`src/rtl/cbd_pkg.sv`:
```
package cbd_pkg;
  localparam int LED_W = 5;
  localparam int CNT_W = 3;

  function automatic logic [CNT_W-1:0] bar_len(input logic [1:0] cfg);
    case (cfg)
      2'b00:   bar_len = 3'd3;
      2'b01:   bar_len = 3'd4;
      default: bar_len = 3'd5;
    endcase
  endfunction
endpackage

```
`src/rtl/cbd_btn_edge.sv`:
```
module cbd_btn_edge (
  input  logic clk,
  input  logic rst_n,
  input  logic btn_n,
  output logic btn_hi,
  output logic btn_fall
);
  logic s1_q, s2_q, prev_q;

  always_ff @(posedge clk or negedge rst_n) begin
    if (!rst_n) begin
      s1_q   <= 1'b1;
      s2_q   <= 1'b1;
      prev_q <= 1'b1;
    end else begin
      s1_q   <= btn_n;
      s2_q   <= s1_q;
      prev_q <= s2_q;
    end
  end

  assign btn_hi   = s2_q;
  assign btn_fall = prev_q & ~s2_q;
endmodule

```
`src/rtl/cbd_window.sv`:
```
module cbd_window #(
  parameter int WIN_TICKS = 32
) (
  input  logic clk,
  input  logic rst_n,
  input  logic tick,
  input  logic btn_hi,
  input  logic btn_fall,
  output logic active,
  output logic start
);
  localparam int WW = $clog2(WIN_TICKS + 1);

  logic          armed_q;
  logic          active_q;
  logic [WW-1:0] cnt_q;

  assign start  = armed_q & btn_fall;
  assign active = active_q;

  always_ff @(posedge clk or negedge rst_n) begin
    if (!rst_n) begin
      armed_q  <= 1'b1;
      active_q <= 1'b0;
      cnt_q    <= '0;
    end else if (start) begin
      armed_q  <= 1'b0;
      active_q <= 1'b1;
      cnt_q    <= '0;
    end else begin
      if (!active_q && btn_hi) armed_q <= 1'b1;
      if (active_q && tick) begin
        if (cnt_q == WW'(WIN_TICKS - 1)) begin
          active_q <= 1'b0;
          cnt_q    <= '0;
        end else begin
          cnt_q <= cnt_q + 1'b1;
        end
      end
    end
  end

  assert_arm_needed_R6: assert property (@(posedge clk) disable iff (!rst_n)
    $rose(active_q) |-> $past(armed_q));
  assert_hold_no_tick_R5: assert property (@(posedge clk) disable iff (!rst_n)
    (active_q && !tick) |=> active_q);
  assert_disarm_R6: assert property (@(posedge clk) disable iff (!rst_n)
    $rose(active_q) |-> !armed_q);
endmodule

```
`src/rtl/cbd_blink.sv`:
```
module cbd_blink #(
  parameter int TICK_HZ = 8
) (
  input  logic clk,
  input  logic rst_n,
  input  logic tick,
  input  logic start,
  input  logic active,
  output logic phase_on
);
  localparam int HALF = (TICK_HZ / 2 < 1) ? 1 : TICK_HZ / 2;
  localparam int BW   = $clog2(HALF + 1);

  logic [BW-1:0] bcnt_q;
  logic          on_q;

  always_ff @(posedge clk or negedge rst_n) begin
    if (!rst_n) begin
      bcnt_q <= '0;
      on_q   <= 1'b1;
    end else if (start) begin
      bcnt_q <= '0;
      on_q   <= 1'b1;
    end else if (active && tick) begin
      if (bcnt_q == BW'(HALF - 1)) begin
        bcnt_q <= '0;
        on_q   <= ~on_q;
      end else begin
        bcnt_q <= bcnt_q + 1'b1;
      end
    end
  end

  assign phase_on = on_q;

  assert_flip_R7: assert property (@(posedge clk) disable iff (!rst_n)
    (!start && active && tick && bcnt_q == BW'(HALF - 1)) |=> (on_q != $past(on_q)));
  assert_steady_R7: assert property (@(posedge clk) disable iff (!rst_n)
    (!start && !tick) |=> $stable(on_q));
endmodule

```
`src/rtl/cbd_level.sv`:
```
module cbd_level #(
  parameter int PCT_W = 7
) (
  input  logic [PCT_W-1:0]         pct,
  input  logic [cbd_pkg::CNT_W-1:0] nseg,
  output logic [cbd_pkg::LED_W-1:0] lit
);
  import cbd_pkg::*;
  localparam int PW = 10;

  logic [6:0]       pct_c;
  logic [PW-1:0]    prod;
  logic [CNT_W-1:0] cnt;

  always_comb begin
    pct_c = (pct > PCT_W'(100)) ? 7'd100 : 7'(pct);
    prod  = PW'(pct_c) * PW'(nseg) + PW'(99);
    cnt   = CNT_W'(prod / PW'(100));
  end

  for (genvar g = 0; g < LED_W; g++) begin : g_seg
    assign lit[g] = (CNT_W'(g) < cnt) && (CNT_W'(g) < nseg);
  end
endmodule

```
`src/rtl/charge_bar_display.sv`:
```
module charge_bar_display #(
  parameter int PCT_W       = 7,
  parameter int TICK_HZ     = 8,
  parameter int DISPLAY_SEC = 4
) (
  input  logic             clk,
  input  logic             rst_n,
  input  logic             btn_n,
  input  logic             tick,
  input  logic [PCT_W-1:0] soc_rel,
  input  logic [PCT_W-1:0] soc_abs,
  input  logic             use_abs,
  input  logic [1:0]       seg_cfg,
  input  logic             cap_alarm,
  input  logic             eod_flag,
  output logic [4:0]       led_n
);
  import cbd_pkg::*;
  localparam int WIN_TICKS = DISPLAY_SEC * TICK_HZ;

  logic             btn_hi, btn_fall, active, start, phase_on, show;
  logic [CNT_W-1:0] nseg;
  logic [LED_W-1:0] lit;

  cbd_btn_edge u_edge (
    .clk(clk), .rst_n(rst_n), .btn_n(btn_n), .btn_hi(btn_hi), .btn_fall(btn_fall)
  );

  cbd_window #(.WIN_TICKS(WIN_TICKS)) u_win (
    .clk(clk), .rst_n(rst_n), .tick(tick), .btn_hi(btn_hi), .btn_fall(btn_fall),
    .active(active), .start(start)
  );

  cbd_blink #(.TICK_HZ(TICK_HZ)) u_blink (
    .clk(clk), .rst_n(rst_n), .tick(tick), .start(start), .active(active),
    .phase_on(phase_on)
  );

  assign nseg = bar_len(seg_cfg);

  cbd_level #(.PCT_W(PCT_W)) u_lvl (
    .pct(use_abs ? soc_abs : soc_rel), .nseg(nseg), .lit(lit)
  );

  assign show  = active & ~eod_flag & (~cap_alarm | phase_on);
  assign led_n = ~(lit & {LED_W{show}});

  assert_dark_idle_R4: assert property (@(posedge clk) disable iff (!rst_n)
    !active |-> (&led_n));
  assert_within_len_R10: assert property (@(posedge clk) disable iff (!rst_n)
    $countones(~led_n) <= int'(nseg));
  assert_eod_blank_R8: assert property (@(posedge clk) disable iff (!rst_n)
    eod_flag |-> (&led_n));
endmodule

```
`config.mk`:
```
export PLATFORM = sky130hd
export DESIGN_NAME = charge_bar_display
export DESIGN_NICKNAME = d
export VERILOG_FILES = /design/src/rtl/cbd_pkg.sv /design/src/rtl/cbd_btn_edge.sv /design/src/rtl/cbd_window.sv /design/src/rtl/cbd_blink.sv /design/src/rtl/cbd_level.sv /design/src/rtl/charge_bar_display.sv
export SDC_FILE = /design/constraint.sdc
export NUM_CORES = 1
export LEC_CHECK = 0
export ABC_CLOCK_PERIOD_IN_PS = 13400
export BUFFER_PORTS_ARGS = -buffer_cell sky130_fd_sc_hd__buf_2
export CAP_MARGIN = 20
export CORE_AREA = 4 4 65 67
export CTS_BUF_LIST = sky130_fd_sc_hd__clkbuf_2 sky130_fd_sc_hd__clkbuf_4 sky130_fd_sc_hd__clkbuf_8
export DETAILED_ROUTE_END_ITERATION = 10
export DIE_AREA = 0 0 69 71
export GPL_TIMING_DRIVEN = 0
export PLACE_DENSITY = 0.79
export SETUP_SLACK_MARGIN = 0.02
export SYNTH_ARGS = -nofsm -noshare
export SYNTH_HDL_FRONTEND = slang
export SYNTH_SLANG_ARGS = --single-unit
```
`constraint.sdc`:
```
create_clock -name clk -period 13.4 [get_ports clk]
set_clock_uncertainty 0.05 [all_clocks]
set_input_delay 2.68 -clock clk [delete_from_list [all_inputs] [get_ports clk]]
set_output_delay 2.68 -clock clk [all_outputs]
set_load 0.05 [all_outputs]
```
# Word-level counts from Yosys, hierarchy flattened
# Cells that the tools add are included.
# word_totals
reg_bits	15
out_inout_bits	5
# classes
n_addsub	3
n_mul	1
div_mod_pow	1
order_cmp	11
eq_ne	3
n_mux	17
bitwise	11
n_reduce_logical	15
# ops
op	count
$mux W6	3
$mux W7	2
$lt A1 B3 Y1 const A	4
$lt A2 B3 Y1 const A	4
$add A10 B7 Y10 const B	1
$div A10 B7 Y10 const B	1
$mul A7 B3 Y10	1
$mux W3	3
$mux W1	8
$reduce_bool A2 Y1	4
$gt A7 B7 Y1 const B	1
$logic_and A1 B1 Y1	7
$add A6 B1 Y6 const B	1
$eq A6 B5 Y1 const B	1
$lt A3 B3 Y1 const A	2
$pmux W3 S2	1
$and A5 B5 Y5	1
$not A5 Y5	1
$and A1 B1 Y1	4
$not A1 Y1	4
$reduce_and A2 Y1	2
$add A3 B1 Y3 const B	1
$eq A3 B2 Y1 const B	1
$eq A2 B1 Y1 const B	1
3 further kinds	3

# Depth between registers and ports, before layout
# Gate-level depths: netlist (run 1).
# depth
ltp_word	10
ltp_mapped	24
depth_no_buf	24

# By module
# Synthesis (run 1) repeated with hierarchy kept, for this count alone.
# hier_totals
hier_cells	272
area_unflattened_um2	2334.7
# modules_own_cells
mod	instances	cells_each	area_per_inst_um2
cbd_level	1	191	1448.9
cbd_window	1	42	414.1
cbd_blink	1	18	196.4
charge_bar_display	1	17	182.7
cbd_btn_edge	1	4	92.6

# Worst setup path after synthesis (run 1)
# OpenSTA, ideal clock, no wires.
# synth_path
path_kind	in2out
startpoint	in use_abs
endpoint	out led_n[0]
t_arrival_ns	8.097
t_required_ns	10.670
setup_slack_ns	2.573
cell_stages	21
n_path_buf	1
path_cell_list	clkbuf_1 > a211oi_1 > a41oi_1 > and2_1 > nor2_1 > fa_1 > fa_1 > ha_1 > nand2_2 > o31ai_4 > xnor2_1 > ha_1 > nor2b_1 > mux2i_1 > a21oi_1 > nand3b_1 > a32oi_4 > a22oi_1 > nor2_1 > o32ai_1 > o21ai_0
# synth_via
elab_chain_cells	10
# synth_lines
element	line_no	rtl
from (decl)	charge_bar_display.sv:12	input logic use_abs,
$mux W7 (*)	charge_bar_display.sv:42	.pct(use_abs ? soc_abs : soc_rel), .nseg(nseg), .lit(lit)
$gt A7 B7 Y1	cbd_level.sv:16	pct_c = (pct > PCT_W'(100)) ? 7'd100 : 7'(pct);
$mux W7 (*)	cbd_level.sv:16	
$mul A7 B3 Y10 (*)	cbd_level.sv:17	prod = PW'(pct_c) * PW'(nseg) + PW'(99);
$add A10 B7 Y10 (*)	cbd_level.sv:17	
$div A10 B7 Y10 (*)	cbd_level.sv:18	cnt = CNT_W'(prod / PW'(100));
$lt A1 B3 Y1 (*)	cbd_level.sv:22	assign lit[g] = (CNT_W'(g) < cnt) && (CNT_W'(g) < nseg);
$logic_and A1 B1 Y1 (*)	cbd_level.sv:22	
$and A5 B5 Y5 (*)	charge_bar_display.sv:46	assign led_n = ~(lit & {LED_W{show}});
$not A5 Y5 (*)	charge_bar_display.sv:46	
to (decl)	charge_bar_display.sv:16	output logic [4:0] led_n
# Every way passes the cells marked *; elsewhere a longest branch is shown, timed or not.

# Final worst setup path (run 1)
# layout_path
startpoint	in use_abs
endpoint	out led_n[2]
# layout_via
elab_chain_cells	10
# layout_lines
element	line_no
$mux W7 (*)	charge_bar_display.sv:42
$gt A7 B7 Y1	cbd_level.sv:16
$mux W7 (*)	cbd_level.sv:16
$mul A7 B3 Y10 (*)	cbd_level.sv:17
$add A10 B7 Y10 (*)	cbd_level.sv:17
$div A10 B7 Y10 (*)	cbd_level.sv:18
$lt A2 B3 Y1 (*)	cbd_level.sv:22
$logic_and A1 B1 Y1 (*)	cbd_level.sv:22
$and A5 B5 Y5 (*)	charge_bar_display.sv:46
$not A5 Y5 (*)	charge_bar_display.sv:46
# Marks and branches as above.

==> qor.yml, run 1 <==
status: "completed"
critPathCaptureType: "output port"
clk-insertion-delay-late_ps: 250
die_x_microns: 69
rows: 22
seq_area_frac_synth_pct: 18.0
yosysTopAreaCell: "ha_1"
cts-root-buf: "clkbuf_8"
nNetsFinal: 340
cts_tree: "built"
numCtsBuffers: 3
worstPathArrival_ps: 8400
gr-usage-all-layers_pct: 18.8
post-place-cells: 333
hold_class: "register to register"
grt_max_degree: 16
drc: 0
worst_slew_pin_slew_ps: 684
pwr_density_cell_nw_per_um2: 182
setup_tns_ps: 0
syn_nets: 309
path_class: "primary input to output port"
ys_seq_elements: 15
cts.sinks: 15
postRouteAntennaNets: 0
overflow: 0
setup_viol: 0
routed_via_density: 5.75
core-area_sq_um: 3630
place_congestion: 0.837
finalMaxSlewViolations: 0
max_slew_margin_pct: 54.2
async_flop_share_pct: 100
grt_pass1_wl_mm: 7.83
yosysWarnings: 0
ios: 28
clk_pin_slew_worst_paths_ps: 60
post-route-min-period_ps: 11130
yosysUniqueCellTypes: 56
synthFlopType: "dfrtp_1"
grt_setup_unrepaired: "false"
synthTopCellsByCount: "nor2_1 (29), nand2_1 (28), ha_1 (21)"
synthCells: 259
fillerInstances: 339
leakage_nw: 1.04
post_cts_resized: 0
area_growth_pct: 11.2
multi_input_area_sq_um: 1660
ir_worst_vdd_uv: 72.4
hold_depth: 0
avgSynthCellArea_sq_um: 8.18
regArea_sq_um: 382
start_util_pct: 58.3
yosysMostFrequentCell: "nor2_1"
ctsHoldBuffers: 0
path_max_fanout: 9
antenna_found_initial: 0
n_antenna_cell: 0
drt-wirelength-per-cell_microns: 13.4
dr_total_vias: 1937
maxCapViolations: 0
crit_required_ps: 10670
max_freq_ghz: 0.0899
routed_wl_mm: 4.51
hold_viol: 0
startpoint_type: "primary input"
post_cts_buffers: 0
drtIter0Drc: 134
synth_edf_count: 0
fin_crit_sh_pct: 83.1
post-dp-hpwl_mm: 3.69
synth_area_leaders: "ha_1 (12%), dfrtp_1 (12%), dfstp_2 (6.2%), fa_1 (5.7%), mux2i_1 (5.7%)"
drive_above_1_share_pct: 19.0
place.port_buffers: 26
first_pass_iters: 4
clockBufferDepth: 2
die_area_sq_um: 4900
instances_no_fill: 337
r2r_cells: 3
syn_area_sq_um: 2120
first_global_vias: 1812
die_y_microns: 71
synth_top_area_share_pct: 12.4
htreeDepth: 1
## report_power, final
part           switching (W)  leakage, nW  internal [W]
logic               0.000199        0.837      0.000123
registers          0.0000108        0.179     0.0000589
clock network      0.0000168       0.0255     0.0000206
## flip-flops by register name, summed over array words and instances, names as in the netlist
name              flops
u_win.cnt_q           6
u_blink.bcnt_q        3
u_blink.phase_on      1
u_edge.btn_hi         1
u_edge.prev_q         1
u_edge.s1_q           1
u_win.active          1
u_win.armed_q         1
## cells in the final DEF (no fill, tap or decap), types with 7 or more instances in the layout
master and n:
nor3_1 7, nor2b_1 11, inv_1 16, mux2i_1 12
nor2_1 29, dfrtp_1 10, ha_1 21, and2_1 12
o21ai_0 11, a21oi_1 16, buf_2 26, nand2_1 28
## worst max-delay path, cell delays in order
cell and delay (ps):
clkbuf_1 390, a211oi_1 80, a41oi_1 300, nor2b_1 220
and2_1 170, fa_1 430, ha_1 310, inv_1 60
fa_1 460, nand2b_1 190, a21oi_1 170, xnor2_1 210
inv_1 160, ha_1 250, nor2b_1 110, mux2i_1 110
a21oi_1 380, nand3b_1 240, a32oi_4 190, mux2i_1 180
a311o_1 410, mux2_4 320, o21ai_2 100, buf_2 270
## area by class of cell
| cell class | count | area share [%] |
|---|---|---|
| Tap cell | 48 | 2.55 |
| Sequential cell | 15 | 16.2 |
| Inverter | 16 | 2.55 |
| Multi-Input combinational cell | 223 | 70.4 |
| Clock buffer | 3 | 1.75 |
| Clock inverter | 1 | 0.213 |
| Timing Repair Buffer | 26 | 5.53 |
| Buffer | 5 | 0.797 |
## through the flow
stage	instance area [sq um]	setup WS (ps)	util [%]	power, W	hold slack, ps
2_1_floorplan	2120	2570	-	0.000327	295
3_5_place_dp	2310	2230	63.5	0.000388	304
6_report	2350	2270	64.8	0.000429	311
3_3_place_gp	2310	2340	63.5	0.000380	296
5_1_grt	2350	1760	64.8	0.000467	316
4_1_cts	2350	2210	64.8	0.000427	309
## path summary, 6_finish.rpt
path | slack [ps] | from | to
min | 310 | u_edge.s1_q | u_edge.btn_hi
max | 2270 | use_abs | led_n[2]
min in group asynchronous | 2270 | rst_n | u_blink.bcnt_q[1]
min reg2reg | 310 | u_edge.s1_q | u_edge.btn_hi
max reg2reg | 11960 | u_win.armed_q | u_win.cnt_q[5]
max in group asynchronous | 10730 | rst_n | u_edge.s1_q
## kinds of logic after synthesis
group | share of synthesized area (%)
multiplexers | 6.38
buffers and inverters | 3.72
AO/OA/AOI/OAI | 23.3
AND/OR/NAND/NOR | 26.4
adder cells (fa/ha/maj) | 18.1
flip-flops | 18.0
XOR/XNOR | 4.08
## layer usage
layer / part of all wire [%] / up-vias / GRT usage (%)
li1: - / 985 / -
met1: 46 / 885 / 24.4
met2: 48 / 60 / 33.3
met3: 5.1 / 7 / 2.84
met4: 0.82 / 0 / 4.12
met5: 0 / - / 0
No activity file was read; power rests on OpenSTA's default activity.
==> run 2: changes to the inputs <==
--- a/config.mk
+++ b/config.mk
@@ -5,15 +5,15 @@
 export SDC_FILE = /design/constraint.sdc
 export NUM_CORES = 1
 export LEC_CHECK = 0
-export ABC_CLOCK_PERIOD_IN_PS = 13400
+export ABC_CLOCK_PERIOD_IN_PS = 9000
 export BUFFER_PORTS_ARGS = -buffer_cell sky130_fd_sc_hd__buf_2
 export CAP_MARGIN = 20
-export CORE_AREA = 4 4 65 67
+export CORE_AREA = 4 4 68 70
 export CTS_BUF_LIST = sky130_fd_sc_hd__clkbuf_2 sky130_fd_sc_hd__clkbuf_4 sky130_fd_sc_hd__clkbuf_8
 export DETAILED_ROUTE_END_ITERATION = 10
-export DIE_AREA = 0 0 69 71
+export DIE_AREA = 0 0 72 74
 export GPL_TIMING_DRIVEN = 0
-export PLACE_DENSITY = 0.79
+export PLACE_DENSITY = 0.76
 export SETUP_SLACK_MARGIN = 0.02
 export SYNTH_ARGS = -nofsm -noshare
 export SYNTH_HDL_FRONTEND = slang
==> constraint.sdc (replaced) <==
create_clock -name clk -period 9 [get_ports clk]
set_clock_uncertainty 0.05 [all_clocks]
set_input_delay 1.8 -clock clk [delete_from_list [all_inputs] [get_ports clk]]
set_output_delay 1.8 -clock clk [all_outputs]
set_load 0.05 [all_outputs]
==> run 2 against run 1 <==
Count of clock-buffer cells in the layout increased by 1. Final cell count increased by 2.4%. Critical path depth unchanged. Hold slack got worse by 3.2 ps. Utilization decreased by 1.3 points. Cell area increased by 7.1%. First-iteration DRC count decreased by 28%. Die area increased by 8.8%. Sequential power increased by 48%. Sequential share of layout area decreased by 1.1 points. Clock power increased by 49%.
==> qor.yml, run 2 (same netlist as run 1, synthesis figures left out) <==
status: "completed"  # unchanged
cts.sinks: 15  # unchanged
top_register: "u_win.cnt_q"  # unchanged
rows: 23  # was 22
worstPathArrival_ps: 6830  # was 8400 ps
layout_commonest_cell: "nor2_1"  # unchanged
switching_share_pct: 50.9  # was 52.8%
r2r_cells: 6  # was 3
setup_viol: 0  # unchanged
crit_required_ps: 7150  # was 10670 ps
clk_pin_slew_worst_paths_ps: 60  # about the same
r2r_slack_ps: 7570  # was 11960 ps
pwr_density_cell_nw_per_um2: 277  # was 182 nW/um^2
fin_crit_sh_pct: 96.4
area_growth_pct: 19.1  # was 11.2%
core-area_sq_um: 3970  # was 3630 sq um
dp_slack_ps: -432  # was 2230 ps
first_global_vias: 1955  # was 1812
post-place-cells: 335  # was 333
grt_pass1_wl_mm: 8.18  # was 7.83 mm
postRouteAntennaNets: 0  # unchanged
worst_slew_pin_slew_ps: 655  # was 684 ps
routed_wl_mm: 4.67  # was 4.51 mm
drc: 0  # unchanged
finalMaxSlewViolations: 0  # unchanged
fin_area_sq_um: 2520  # was 2350 sq um
fillerInstances: 347  # was 339
maxCapViolations: 0  # unchanged
antenna_found_initial: 0  # unchanged
dr_total_vias: 1970  # was 1937
post-route-min-period_ps: 8680
p_comb_share_pct: 77.3  # was 75.0%
max_slew_margin_pct: 56.2  # was 54.2%
regArea_sq_um: 382  # unchanged
drt-wirelength-per-cell_microns: 13.5  # was 13.4 microns
placed_area_sq_um: 2320  # was 2310 sq um
overflow: 0  # unchanged
place.port_buffers: 26  # unchanged
die_y_microns: 74  # was 71 microns
leakage_nw: 1.12  # was 1.04 nW
start_util_pct: 53.3  # was 58.3%
min_from: "u_edge.s1_q"  # unchanged
setup_ws_ps: 320  # was 2270 ps
largest_reg_flops: 6  # unchanged
routed_via_density: 5.71  # was 5.75
r2r_end: "u_win.cnt_q[0]"  # was u_win.cnt_q[5]
numCtsBuffers: 3  # unchanged
path_max_fanout: 9  # unchanged
nNetsFinal: 346  # was 340
n_antenna_cell: 0  # unchanged
hold_class: "register to register"  # unchanged
critPathCaptureType: "output port"  # unchanged
startpoint: "use_abs"  # unchanged
path_class: "primary input to output port"  # unchanged
setup_tns_ps: 0  # unchanged
grt_max_degree: 16  # unchanged
pwr-share-clk_pct: 8.0  # was 8.7%
p_sw_w: 0.000357  # was 0.000227 W
max_freq_ghz: 0.115
startpoint_type: "primary input"  # unchanged
r2r_start: "u_win.cnt_q[0]"  # was u_win.armed_q
place_congestion: 0.844  # was 0.837
clk-insertion-delay-late_ps: 240  # was 250 ps
die_x_microns: 72  # was 69 microns
seqPwrFrac_pct: 14.7  # was 16.3%
cts-root-buf: "clkbuf_8"  # unchanged
drive_above_1_share_pct: 27.1  # was 19.0%
cts_tree: "built"  # unchanged
ios: 28  # unchanged
multi_input_area_sq_um: 1770  # was 1660 sq um
die_area_sq_um: 5330  # was 4900 sq um
grt_setup_unrepaired: "false"  # unchanged
ir_worst_vdd_uv: 137  # was 72.4 uV
top_regs: "u_win.cnt_q x6, u_blink.bcnt_q x3"  # unchanged
htreeDepth: 1  # unchanged
p_int_w: 0.000343  # was 0.000202 W
first_pass_iters: 4  # unchanged
hold_viol: 0  # unchanged
final_cell_mix: "nor2_1 (29), nand2_1 (28), buf_2 (24)"  # was nor2_1 (29), nand2_1 (28), buf_2 (26)
instances_no_fill: 345  # was 337
gr-usage-all-layers_pct: 18.6  # was 18.8%
drtIter0Drc: 97  # was 134
post-dp-hpwl_mm: 3.68  # was 3.69 mm
crit_end: "led_n[2]"  # unchanged
clockBufferDepth: 2  # unchanged
## run 2: worst max-delay path: stages
cell      delay (ps)
clkbuf_2         200
a211oi_1         280
a41oi_2          100
nor2b_4          170
and2_1           180
fa_1             480
ha_1             310
inv_1             60
fa_1             450
nand2b_4         170
a21oi_2          170
xnor2_2          110
inv_2            100
ha_2             210
nor2_1            50
mux2i_2          230
a21oi_2           70
nand3b_1         230
a32oi_4          350
mux2i_1          120
a311o_1          370
mux2_4           320
o21ai_2          120
buf_6            170
## run 2: timing repair
action	in CTS	in global routing
pin swaps	1	5
setup endpoints to repair	4	5
hold buffers	0	0
buffers inserted	3	3
resized for setup	7	18
## run 2: how the worst min path moves through the flow
stage	end	cells past startpoint
2_1_floorplan	u_edge.btn_hi	0
3_3_place_gp	u_edge.btn_hi	0
3_5_place_dp	u_edge.btn_hi	0
4_1_cts	u_edge.btn_hi	0
5_1_grt	u_edge.btn_hi	0
6_report	u_edge.btn_hi	0
## run 2: power by group through the flow
stage / logic (W) / clock network [W] / registers, W
after floorplan: 0.000391 / 0 / 0.000100
after global placement: 0.000466 / 0 / 0.000102
after detailed placement: 0.000478 / 0 / 0.000104
after CTS: 0.000500 / 0.0000581 / 0.000103
after global routing: 0.000601 / 0.0000604 / 0.000105
final: 0.000541 / 0.0000560 / 0.000103
## run 2: area by class of cell
cell class	instances	share of cell area, %
tap	50	2.48
clock buffer	4	1.93
multi-input combinational	223	70.0
sequential	15	15.1
buffer	5	0.794
timing repair buffer	32	7.29
inverter	16	2.38
## run 2: metal layers
layer	track usage [%]	vias up	wire length (microns)
met5	0	-	0
met4	4.18	0	35
met3	1.35	5	137
met2	35.7	33	2410
met1	22.6	937	2080
li1	-	995	-
## run 2: metrics by stage
stage	utilization [%]	total power, W	hold WS (ps)
2_1_floorplan	-	0.000491	295
3_3_place_gp	58.3	0.000569	297
3_5_place_dp	58.3	0.000582	301
4_1_cts	60.9	0.000661	309
5_1_grt	63.5	0.000766	313
6_report	63.5	0.000700	307
==> run 3: changes to the inputs <==
--- a/config.mk
+++ b/config.mk
@@ -8,12 +8,14 @@
 export ABC_CLOCK_PERIOD_IN_PS = 9000
 export BUFFER_PORTS_ARGS = -buffer_cell sky130_fd_sc_hd__buf_2
 export CAP_MARGIN = 20
-export CORE_AREA = 4 4 68 70
+export CELL_PAD_IN_SITES_DETAIL_PLACEMENT = 1
+export CELL_PAD_IN_SITES_GLOBAL_PLACEMENT = 1
+export CORE_AREA = 4 4 77 79
 export CTS_BUF_LIST = sky130_fd_sc_hd__clkbuf_2 sky130_fd_sc_hd__clkbuf_4 sky130_fd_sc_hd__clkbuf_8
 export DETAILED_ROUTE_END_ITERATION = 10
-export DIE_AREA = 0 0 72 74
+export DIE_AREA = 0 0 81 83
 export GPL_TIMING_DRIVEN = 0
-export PLACE_DENSITY = 0.76
+export PLACE_DENSITY = 0.77
 export SETUP_SLACK_MARGIN = 0.02
 export SYNTH_ARGS = -nofsm -noshare
 export SYNTH_HDL_FRONTEND = slang
==> run 3 against run 2 <==
Highest routed layer unchanged. Sequential power is essentially flat. Critical endpoint unchanged. Critical path type unchanged. Largest power group unchanged. Maximum frequency shrank 0.70%. Via count grew 0.36%. Flip-flop and latch count is the same. Setup slack lost 61 ps. Register-to-register slack is essentially flat. Utilization shrank 15 points. Clock power shrank 1%. Routed wire length grew 14%.
==> qor.yml, run 3 (same netlist as run 1, synthesis figures left out) <==
post-route-min-period_ps: 8740  # was 8680 ps
drive_above_1_share_pct: 28.2  # was 27.1%
startpoint_type: "primary input"  # unchanged
ios: 28  # unchanged
grt_max_degree: 16  # unchanged
maxCapViolations: 0  # unchanged
crit_family: "compound AO/OA/AOI/OAI gates"  # unchanged
leakage_nw: 1.13  # was 1.12 nW
drtIter0Drc: 54  # was 97
htreeDepth: 1  # unchanged
r2r_cells: 3  # was 6
worstPathArrival_ps: 6890  # was 6830 ps
grt_pass1_wl_mm: 9.03  # was 8.18 mm
max_slew_margin_pct: 52.9  # was 56.2%
status: "completed"  # unchanged
post-dp-hpwl_mm: 4.17  # was 3.68 mm
die_area_sq_um: 6720  # was 5330 sq um
ir_worst_vdd_uv: 138  # was 137 uV
max_freq_ghz: 0.114  # was 0.115 GHz
critPathCaptureType: "output port"  # unchanged
clk_pin_slew_worst_paths_ps: 60  # about the same
routed_wl_mm: 5.30  # was 4.67 mm
layout_commonest_cell: "nor2_1"  # unchanged
final_cell_mix: "nor2_1 (29), nand2_1 (28), buf_2 (25)"  # was nor2_1 (29), nand2_1 (28), buf_2 (24)
hold_class: "register to register"  # unchanged
hold_viol: 0  # unchanged
drc: 0  # unchanged
worst_path_max_delay_cell: "fa_1"  # unchanged
largest_reg_flops: 6  # unchanged
crit_required_ps: 7150  # about the same
nNetsFinal: 349  # was 346
fin_crit_sh_pct: 97.1  # was 96.4%
hold_depth: 0  # unchanged
dr_total_vias: 1977  # was 1970
clk-insertion-delay-late_ps: 250  # was 240 ps
rows: 27  # was 23
cts.sinks: 15  # unchanged
setup_viol: 0  # unchanged
first_global_vias: 2101  # was 1955
cp_num_cells: 25  # was 24
clockBufferDepth: 2  # unchanged
overflow: 0  # unchanged
routed_via_density: 5.34  # was 5.71
finalMaxSlewViolations: 0  # unchanged
critPathMaxStageDelay_ps: 450  # was 480 ps
worst_slew_pin_slew_ps: 701  # was 655 ps
top_regs: "u_win.cnt_q x6, u_blink.bcnt_q x3"  # unchanged
top_register: "u_win.cnt_q"  # unchanged
gr-usage-all-layers_pct: 16.0  # was 18.6%
holdWs_ps: 311  # was 307 ps
start_util_pct: 39.7  # was 53.3%
place.port_buffers: 26  # unchanged
path_class: "primary input to output port"  # unchanged
die_y_microns: 83  # was 74 microns
area_growth_pct: 21.9  # was 19.1%
core-area_sq_um: 5340  # was 3970 sq um
first_pass_iters: 4  # unchanged
cts_tree: "built"  # unchanged
numCtsBuffers: 3  # unchanged
setup_tns_ps: 0  # unchanged
path_max_fanout: 5  # was 9
place_congestion: 0.786  # was 0.844
postRouteAntennaNets: 0  # unchanged
antenna_found_initial: 0  # unchanged
drt-wirelength-per-cell_microns: 14.3  # was 13.5 microns
pwr_density_cell_nw_per_um2: 278  # was 277 nW/um^2
die_x_microns: 81  # was 72 microns
critPathBufInv: 4  # unchanged
n_antenna_cell: 0  # unchanged
cts-root-buf: "clkbuf_8"  # unchanged
-- run 3: cell count changes in the layout (fill, tap and decap cells not counted), sizes merged --
cell	delta
clkbuf	-2
buf	+4
clkinv	+1
-- run 3: worst paths after layout --
path | startpoint | end | slack [ps]
worst max-delay path | soc_rel[0] | led_n[2] | 260
worst max register to register | u_win.armed_q | u_win.cnt_q[0] | 7560
min in group asynchronous | rst_n | u_win.cnt_q[0] | 1400
worst min-delay path | u_edge.s1_q | u_edge.btn_hi | 310
worst min register to register | u_edge.s1_q | u_edge.btn_hi | 310
max in group asynchronous | rst_n | u_blink.phase_on | 7200
-- run 3: worst reg2reg max path, delay by kind of cell (launching register included) --
| kind | cells | cell delay, ps |
|---|---|---|
| and+or+nand+nor | 3 | 720 |
| DFF | 1 | 540 |
-- run 3: where the power goes --
| part | total (W) | switching (W) | internal (W) | leakage [nW] |
|---|---|---|---|---|
| clock network | 0.0000552 | 0.0000245 | 0.0000307 | 0.0255 |
| logic | 0.000560 | 0.000331 | 0.000229 | 0.928 |
| registers | 0.000103 | 0.0000152 | 0.0000876 | 0.179 |
| total | 0.000718 | 0.000371 | 0.000347 | 1.13 |
-- run 3: final cells by class --
cell class                 count  area (sq um)
clock inverter                 1          5.00
multi-input combinational    223          1780
fill                         695          2760
inverter                      16          60.1
sequential                    15           382
buffer                         5          20.0
timing repair buffer          35           204
clock buffer                   3          41.3
tap                           72          90.1
-- run 3: routing by layer --
metal	global-route usage (%)	up-vias	part of all wire [%]
met3	2.60	2	2.5
met5	0	-	0
met1	19.6	952	45
met2	29.4	23	52
met4	2.30	0	0.59
li1	-	1000	-
-- run 3: through the flow --
stage / cells / total power (W) / instance area, sq um / util [%] / setup slack [ps]
after global routing: 370 / 0.000784 / 2580 / 48.4 / -52.9
final: 370 / 0.000718 / 2580 / 48.4 / 259
after CTS: 365 / 0.000679 / 2470 / 46.3 / 33.9
after floorplan: 259 / 0.000491 / 2120 / - / 106
after detailed placement: 357 / 0.000592 / 2340 / 43.9 / -494
after global placement: 357 / 0.000578 / 2340 / 43.9 / -362
-- run 3: timing repair --
| item | CTS | global route |
|---|---|---|
| setup buffers | 4 | 5 |
| pin swaps | 2 | 8 |
| gates resized for setup | 11 | 16 |
| endpoints found under the setup margin | 5 | 5 |
| hold buffers | 0 | 0 |
